## config.mk

```make
export PLATFORM = sky130hd
export DESIGN_NAME = lfsr_stream_scrambler
export DESIGN_NICKNAME = d
export VERILOG_FILES = /design/src/rtl/scr_pkg.sv /design/src/rtl/nrzi_line_decoder.sv /design/src/rtl/keystream_lfsr.sv /design/src/rtl/nrzi_line_encoder.sv /design/src/rtl/lfsr_stream_scrambler.sv
export SDC_FILE = /design/constraint.sdc
export NUM_CORES = 1
export LEC_CHECK = 0
export ABC_AREA = 1
export BUFFER_PORTS_ARGS = -buffer_cell sky130_fd_sc_hd__buf_2
export CAP_MARGIN = 20
export CORE_AREA = 2 2 39 41
export DETAILED_ROUTE_END_ITERATION = 7
export DIE_AREA = 0 0 41 43
export SLEW_MARGIN = 20
export SYNTH_ARGS = -nofsm -noshare
export SYNTH_HDL_FRONTEND = slang
export SYNTH_HIERARCHICAL = 1
export SYNTH_SLANG_ARGS = --single-unit
export TNS_END_PERCENT = 50
```

## constraint.sdc

```tcl
create_clock -name clk -period 1.5 [get_ports clk]
set_clock_uncertainty 0.1 [all_clocks]
set_input_delay 0.225 -clock clk [delete_from_list [all_inputs] [get_ports clk]]
set_output_delay 0.225 -clock clk [all_outputs]
set_load 0.005 [all_outputs]
```

## src/rtl/scr_pkg.sv

```systemverilog
// Package: scr_pkg
// Shared constants for the additive stream scrambler. The generator
// length and tap positions are defaults that the modules take as
// parameters; stage numbering starts at 1 at the shift-in end.
package scr_pkg;
    localparam int GEN_LEN   = 11;
    localparam int GEN_TAP_A = 9;
    localparam int GEN_TAP_B = 11;
endpackage

```

## src/rtl/nrzi_line_decoder.sv

```systemverilog
// Module: nrzi_line_decoder
// Converts an incoming line bit to NRZ. In NRZI mode a 1 is produced when
// the line level differs from the level of the previous valid bit. The
// decoded bit is combinational; only the previous-level memory is stored.
// Assumes: the memory updates on every valid bit regardless of mode, so a
// mode change takes the last line level as reference.
module nrzi_line_decoder (
    input  logic clk,
    input  logic rst_n,
    input  logic line_bit,
    input  logic valid,
    input  logic nrzi_en,
    output logic nrz_bit
);
    logic prev_line;

    // Remember the last valid line level.
    always_ff @(posedge clk) begin
        if (!rst_n)
            prev_line <= 1'b0;
        else if (valid)
            prev_line <= line_bit;
    end

    // Pick the transition-coded or the direct bit.
    always_comb begin
        if (nrzi_en)
            nrz_bit = line_bit ^ prev_line;
        else
            nrz_bit = line_bit;
    end

    // Two equal consecutive valid NRZI line levels decode to 0.
    assert_nrzi_same_zero_R4: assert property (@(posedge clk) disable iff (!rst_n)
        (valid && $past(valid) && $past(rst_n) && nrzi_en && (line_bit == $past(line_bit)))
        |-> !nrz_bit);

    // The memory holds across idle clocks.
    assert_dec_hold_R8: assert property (@(posedge clk) disable iff (!rst_n)
        !valid |=> $stable(prev_line));
endmodule

```

## src/rtl/keystream_lfsr.sv

```systemverilog
// Module: keystream_lfsr
// Closed-loop Fibonacci shift register producing the keystream. The key
// bit is the XOR of stages TAP_A and TAP_B and is shifted into stage 1
// on each advance. The register never sees the data.
// Assumes: taps form a primitive polynomial and the seed is nonzero.
module keystream_lfsr #(
    parameter int LEN   = scr_pkg::GEN_LEN,
    parameter int TAP_A = scr_pkg::GEN_TAP_A,
    parameter int TAP_B = scr_pkg::GEN_TAP_B
) (
    input  logic clk,
    input  logic rst_n,
    input  logic advance,
    output logic key_bit
);
    localparam logic [LEN-1:0] SEED = {LEN{1'b1}};

    logic [LEN-1:0] stages;
    logic [LEN-1:0] stages_nx;

    // Feedback from the two taps (stage k lives at index k-1).
    assign key_bit = stages[TAP_A-1] ^ stages[TAP_B-1];

    // Shift towards the high end, feedback enters stage 1.
    generate
        if (LEN > 1) begin : g_shift
            assign stages_nx = {stages[LEN-2:0], key_bit};
        end else begin : g_single
            assign stages_nx = key_bit;
        end
    endgenerate

    // State register: load seed on reset, step on advance.
    always_ff @(posedge clk) begin
        if (!rst_n)
            stages <= SEED;
        else if (advance)
            stages <= stages_nx;
    end

    // The generator never falls into the locked all-zero state.
    assert_nonzero_R10: assert property (@(posedge clk) disable iff (!rst_n)
        stages != '0);

    // The key bit of an advancing clock appears in stage 1 afterwards.
    assert_shift_in_R2: assert property (@(posedge clk) disable iff (!rst_n)
        advance |=> stages[0] == $past(key_bit));

    // Idle clocks leave the generator untouched.
    assert_gen_hold_R8: assert property (@(posedge clk) disable iff (!rst_n)
        !advance |=> $stable(stages));
endmodule

```

## src/rtl/nrzi_line_encoder.sv

```systemverilog
// Module: nrzi_line_encoder
// Registers the output line level. In NRZI mode a 1 inverts the level and
// a 0 keeps it; in NRZ mode the level is the bit itself.
// Assumes: the level register is the block's only output stage, giving
// one clock of latency.
module nrzi_line_encoder (
    input  logic clk,
    input  logic rst_n,
    input  logic data_bit,
    input  logic valid,
    input  logic nrzi_en,
    output logic line_level
);
    // Update the line level on valid bits only.
    always_ff @(posedge clk) begin
        if (!rst_n)
            line_level <= 1'b0;
        else if (valid) begin
            if (nrzi_en)
                line_level <= line_level ^ data_bit;
            else
                line_level <= data_bit;
        end
    end

    // A 1 in NRZI mode flips the level.
    assert_nrzi_toggle_R5: assert property (@(posedge clk) disable iff (!rst_n)
        (valid && nrzi_en && data_bit) |=> line_level != $past(line_level));

    // A 0 in NRZI mode keeps the level.
    assert_nrzi_keep_R5: assert property (@(posedge clk) disable iff (!rst_n)
        (valid && nrzi_en && !data_bit) |=> $stable(line_level));

    // NRZ mode copies the bit.
    assert_nrz_copy_R6: assert property (@(posedge clk) disable iff (!rst_n)
        (valid && !nrzi_en) |=> line_level == $past(data_bit));
endmodule

```

## src/rtl/lfsr_stream_scrambler.sv

```systemverilog
// Module: lfsr_stream_scrambler
// Top of the serial scrambler: decode (optional NRZI), XOR with the
// keystream unless bypassed, encode (optional NRZI), one clock latency.
// Assumes: one bit per clock at most; controls are sampled on each
// valid clock and may change at any time.
module lfsr_stream_scrambler #(
    parameter int GEN_LEN   = scr_pkg::GEN_LEN,
    parameter int GEN_TAP_A = scr_pkg::GEN_TAP_A,
    parameter int GEN_TAP_B = scr_pkg::GEN_TAP_B
) (
    input  logic clk,
    input  logic rst_n,
    input  logic in_bit,
    input  logic in_valid,
    input  logic in_nrzi,
    input  logic out_nrzi,
    input  logic bypass,
    output logic out_bit,
    output logic out_valid
);
    logic nrz_bit;
    logic key_bit;
    logic mix_bit;

    nrzi_line_decoder u_dec (
        .clk      (clk),
        .rst_n    (rst_n),
        .line_bit (in_bit),
        .valid    (in_valid),
        .nrzi_en  (in_nrzi),
        .nrz_bit  (nrz_bit)
    );

    keystream_lfsr #(
        .LEN   (GEN_LEN),
        .TAP_A (GEN_TAP_A),
        .TAP_B (GEN_TAP_B)
    ) u_gen (
        .clk     (clk),
        .rst_n   (rst_n),
        .advance (in_valid),
        .key_bit (key_bit)
    );

    // Apply the keystream unless the transparent path is selected.
    always_comb begin
        mix_bit = bypass ? nrz_bit : (nrz_bit ^ key_bit);
    end

    nrzi_line_encoder u_enc (
        .clk        (clk),
        .rst_n      (rst_n),
        .data_bit   (mix_bit),
        .valid      (in_valid),
        .nrzi_en    (out_nrzi),
        .line_level (out_bit)
    );

    // Delay the strobe to line up with the output register.
    always_ff @(posedge clk) begin
        if (!rst_n)
            out_valid <= 1'b0;
        else
            out_valid <= in_valid;
    end

    // Strobe follows the input one clock later.
    assert_valid_follow_R9: assert property (@(posedge clk) disable iff (!rst_n)
        in_valid |=> out_valid);
    assert_valid_idle_R9: assert property (@(posedge clk) disable iff (!rst_n)
        !in_valid |=> !out_valid);

    // Idle clocks hold the output line.
    assert_out_hold_R8: assert property (@(posedge clk) disable iff (!rst_n)
        !in_valid |=> $stable(out_bit));

    // Transparent NRZ-to-NRZ path copies the input bit.
    assert_bypass_copy_R7: assert property (@(posedge clk) disable iff (!rst_n)
        (in_valid && bypass && !in_nrzi && !out_nrzi) |=> out_bit == $past(in_bit));
endmodule

```

# ---- After elaboration in Yosys (flattened, before gate mapping)
# Index checks and enable logic that the tools add are counted.
dict set report totals {
  output_inout_bits 2
  ramBits 0
  latchBits 0
  inputBits 7
  elab_cells 11
  romBits 0
  regBits 14
  n_memories 0
}
dict set report classes {
  reduce_logical 0
  n_lt_le_gt_ge 0
  multipliers 0
  add_sub_neg 0
  shift 0
  bitwise 4
  eq_ne 0
  div 0
  n_mux 3
}
# op count
set ops {}
lappend ops {{$xor A1 B1 Y1} 4}
lappend ops {{$mux W1} 3}

# ---- Longest topological paths before layout
dict set report logic_depth {
  ltp_word 6
  mapped_depth 12
  mapped_depth_nobuf 12
}

# ---- Hierarchy
# The synthesis kept the hierarchy.
# module area_per_inst_um2 n_inst seq_area_each_um2 cells_each
set modules_own_cells {}
lappend modules_own_cells {keystream_lfsr 410.4 1 220.2 53}
lappend modules_own_cells {nrzi_line_decoder 66.3 1 20.0 11}
lappend modules_own_cells {lfsr_stream_scrambler 55.1 1 20.0 10}
lappend modules_own_cells {nrzi_line_encoder 53.8 1 20.0 9}

# ---- Worst setup path after synthesis
# OpenSTA, ideal clock, no wires.
dict set report synth_path {
  path_kind {reg2reg}
  start {register u_gen.stages[8]}
  end {register u_enc.line_level}
  slack_ps 323
  t_arrival_ps 962
  required_ps 1285
  stages_incl_launch_ff 11
  n_path_buf 0
  path_cell_list {dfxtp_1 nand2_1 and2_1 nand2_1 nand2_1 nand2_1 inv_1 nand2_1 inv_1 a21oi_1 nor2_1}
}
dict set report synth_via {
  elab_chain_len 5
}
# element line
set synth_lines {}
lappend synth_lines {{start, declared} keystream_lfsr.sv:18} ;# logic [LEN-1:0] stages;
lappend synth_lines {{start signal, assigned} keystream_lfsr.sv:38} ;# stages <= stages_nx;
lappend synth_lines {{$xor A1 B1 Y1 *} keystream_lfsr.sv:22} ;# assign key_bit = stages[TAP_A-1] ^ stages[TAP_B-1];
lappend synth_lines {{net key_bit} lfsr_stream_scrambler.sv:22} ;# logic key_bit;
lappend synth_lines {{$xor A1 B1 Y1 *} lfsr_stream_scrambler.sv:47} ;# mix_bit = bypass ? nrz_bit : (nrz_bit ^ key_bit);
lappend synth_lines {{$mux W1 *} lfsr_stream_scrambler.sv:47}
lappend synth_lines {{net mix_bit} lfsr_stream_scrambler.sv:23} ;# logic mix_bit;
lappend synth_lines {{$xor A1 B1 Y1} nrzi_line_encoder.sv:20} ;# line_level <= line_level ^ data_bit;
lappend synth_lines {{$mux W1 *} nrzi_line_encoder.sv:19} ;# if (nrzi_en)
lappend synth_lines {{end signal, assigned} nrzi_line_encoder.sv:20}
lappend synth_lines {{end signal, assigned} nrzi_line_encoder.sv:22} ;# line_level <= data_bit;
lappend synth_lines {{end, declared} nrzi_line_encoder.sv:12} ;# output logic line_level
# The timed path passes the listed nets; every way through them passes the cells marked *.
# A chain may end at the register's enable or synchronous reset.

# ---- Worst setup path after layout
# Ends and elaborated chain as after synthesis.

==> impl_results.md <==
* Status: completed
* Maximum clock path buffer count at 2
* Minimum clock period at 1.273 ns
* # setup viols final at 0
* Crit path DAT at 1.36 ns
* Slowest stage cell, crit path: dfxtp_1
* DRT iter0 DRCs at 1
* Worst path max stage delay at 0.38 ns
* Post-route insts no fill at 109
* Die width at 41 um
* Number of port buffers at 8
* Placer's final routability congestion estimate at 0.6168
* Vias in the first global route at 441
* Pre-CTS setup slack at 0.2270 ns
* Power Density at 1157 mW/mm^2
* H-tree Lvls at 1
* Root Buffer: clkbuf_4
* Num CTS Buffers at 3
* Syn-to-layout area delta at 13.68%
* Layout cell share with drive strength beyond 1 at 18.28%
* Pwr Total at 770.2 uW
* Final TNS setup at 0 ns
* Sink Count at 14
* DR vias/cell at 4.560
* Post-route ant nets at 0
* Maximum VDD drop at 529.1 uV
* Startpoint Class: register
* Slew Viols, Final at 0
* Total GRT Usage at 14.08%
* Max-cap violations at 0
* DR pass1 iterations at 5
* Placed cell count at 105
* Worst Max-Slew Pin Slew at 0.2920 ns
* Delay-heaviest family, CP: simple AND/OR/NAND/NOR gates
* Fin util at 48.10%
* TritonCTS clock tree: yes
* Area of the multi-input gates at 240.2 um^2
* Initial core utilization at 42.31%
* Initial antenna violation count at 0
* Final Worst Setup Slack at 0.2265 ns
* CTS resizes at 0
* Post-Syn Nets at 90
* Final hold viol count at 0
* Largest net degree at the start of global routing at 18
* CP Buf/Inv Count at 2
* Register Area at 280.3 um^2
* Synthesized area at 585.6 um^2
* First-pass GRT wire length at 1.635 mm
* Total core area at 0.001384 mm^2
* # fillers at 145
* Chip Height at 43 um
* RSZ-0062 raised after global routing: no
* Post-CTS Setup Repair Bufs at 0
* Met3 Track Usage GR at 4.712%
* Cell variety after synth at 15
* CTS Hold Buffers Added at 0
* Hold Path Class: in -> reg
* Critical Path RT at 1.59 ns
* GR Overflow Total at 0
* Fin nets at 101
* Post-DP HPWL at 667.1 um
* Mapped Avg Cell Area at 7.055 um^2
* Slew headroom at 80.51%
* CP endpoint kind: register
* Mapped Cells at 83
* Yosys reg bits at 14
* Die Area at 0.001763 mm^2
* Met2 Use GR at 20.63%
* CP cell instances: nand2_1, and2_1, nand2_1, nand2_1, nand2_1, inv_1, nand2_1, inv_1, a21oi_1, nor2_1
* Num ports at 9
* Fmax at 785.3 MHz
* ANT cells at 0
* CTS clk-pin slew, worst paths at 0.09 ns
* Top Usage Layer GRT: met2
* Most common cell after layout, fill and taps aside: nand2_1
* Yosys warns at 6
* Number of cells on the critical path at 10
* Leak pwr at 0.0003836 uW
* Seq/Total Area, Yosys at 47.86%
* Clock latency on the worst-skew pair at 0.28 ns
* Tcrit/Tclk final at 84.90%
* Min-Delay Path Depth at 4
* Crit path max fanout at 4
* Core Rows at 14
* Drt total wl at 976 um
* FF-to-FF path depth at 10
* GR Util met1 at 16.23%
* Drt wl/cell at 8.954 um
* Most frequent CP cell: nand2_1
* Critical path class: reg -> reg
* Vias at 497
* DRC at 0
* Most frequent cells in the layout: nand2_1 (33), dfxtp_1 (14), nand3_1 (13)
## power by group
group / switching, uW / internal [uW] / total [uW]
Combinational: 52.7 / 37.4 / 90.1
Sequential: 13.6 / 397 / 411
Clock: 122 / 148 / 269
## cells in the mapped netlist
cell	number	area [um^2]
nand4_1	1	6.260
inv_2	1	3.750
nor2_1	2	7.510
nand2_2	2	12.51
a21oi_1	1	5.000
buf_4	1	7.510
a21boi_0	1	7.510
nand3_1	13	65.06
dfxtp_1	14	280.3
and2_1	1	6.260
nor2_2	1	6.260
buf_2	1	5.000
nand2_1	33	123.9
inv_1	10	37.54
buf_6	1	11.26
## flip-flops by register name (all words and copies together) (netlist names)
name and cells:
u_dec/prev_line 1, u_gen/stages 11, u_enc/line_level 1, out_valid 1
## area by class of cell
class | count | share of cell area, %
Timing Repair Buffer | 9 | 7.143
Tap cell | 16 | 3.008
Clock buffer | 4 | 5.451
Inverter | 11 | 6.203
Sequential cell | 14 | 42.11
Multi-Input combinational cell | 55 | 36.09
## stage by stage
| step | area [um^2] | hold slack [ns] |
|---|---|---|
| 6_report | 665.6 | 0.1488 |
| 5_1_grt | 665.6 | 0.1733 |
| 4_1_cts | 665.6 | 0.1402 |
| 3_5_place_dp | 629.4 | 0.3441 |
| 3_3_place_gp | 629.4 | 0.3410 |
| 2_1_floorplan | 585.6 | 0.2185 |
## worst min-delay path, cell delays in order
cell	delay, ns
buf_2	0.09
nand4_1	0.09
nand2_1	0.07
nor2_1	0.03
## worst paths after layout
path                   startpoint                to  slack [ns]
setup / recovery  u_gen/stages[8]  u_enc/line_level        0.23
hold / removal           out_nrzi  u_enc/line_level        0.15
setup reg to reg  u_gen/stages[8]  u_enc/line_level        0.23
hold reg to reg   u_gen/stages[1]   u_gen/stages[1]        0.36
## logic make-up (layout without fill, tap and decap cells)
| group | after synthesis | in the layout | synth area share [%] |
|---|---|---|---|
| flip-flops | 14 | 14 | 47.86 |
| buffers and inverters | 14 | 24 | 11.11 |
| AO/OA/AOI/OAI | 2 | 2 | 2.136 |
| AND/OR/NAND/NOR | 53 | 53 | 38.89 |
## layer usage
layer / share of wire, % / wire, um
met1: 49 / 480
met2: 46 / 447
met3: 3.4 / 33
met4: 1.5 / 15
met5: 0 / 0
(Power assumes the default switching activity.)
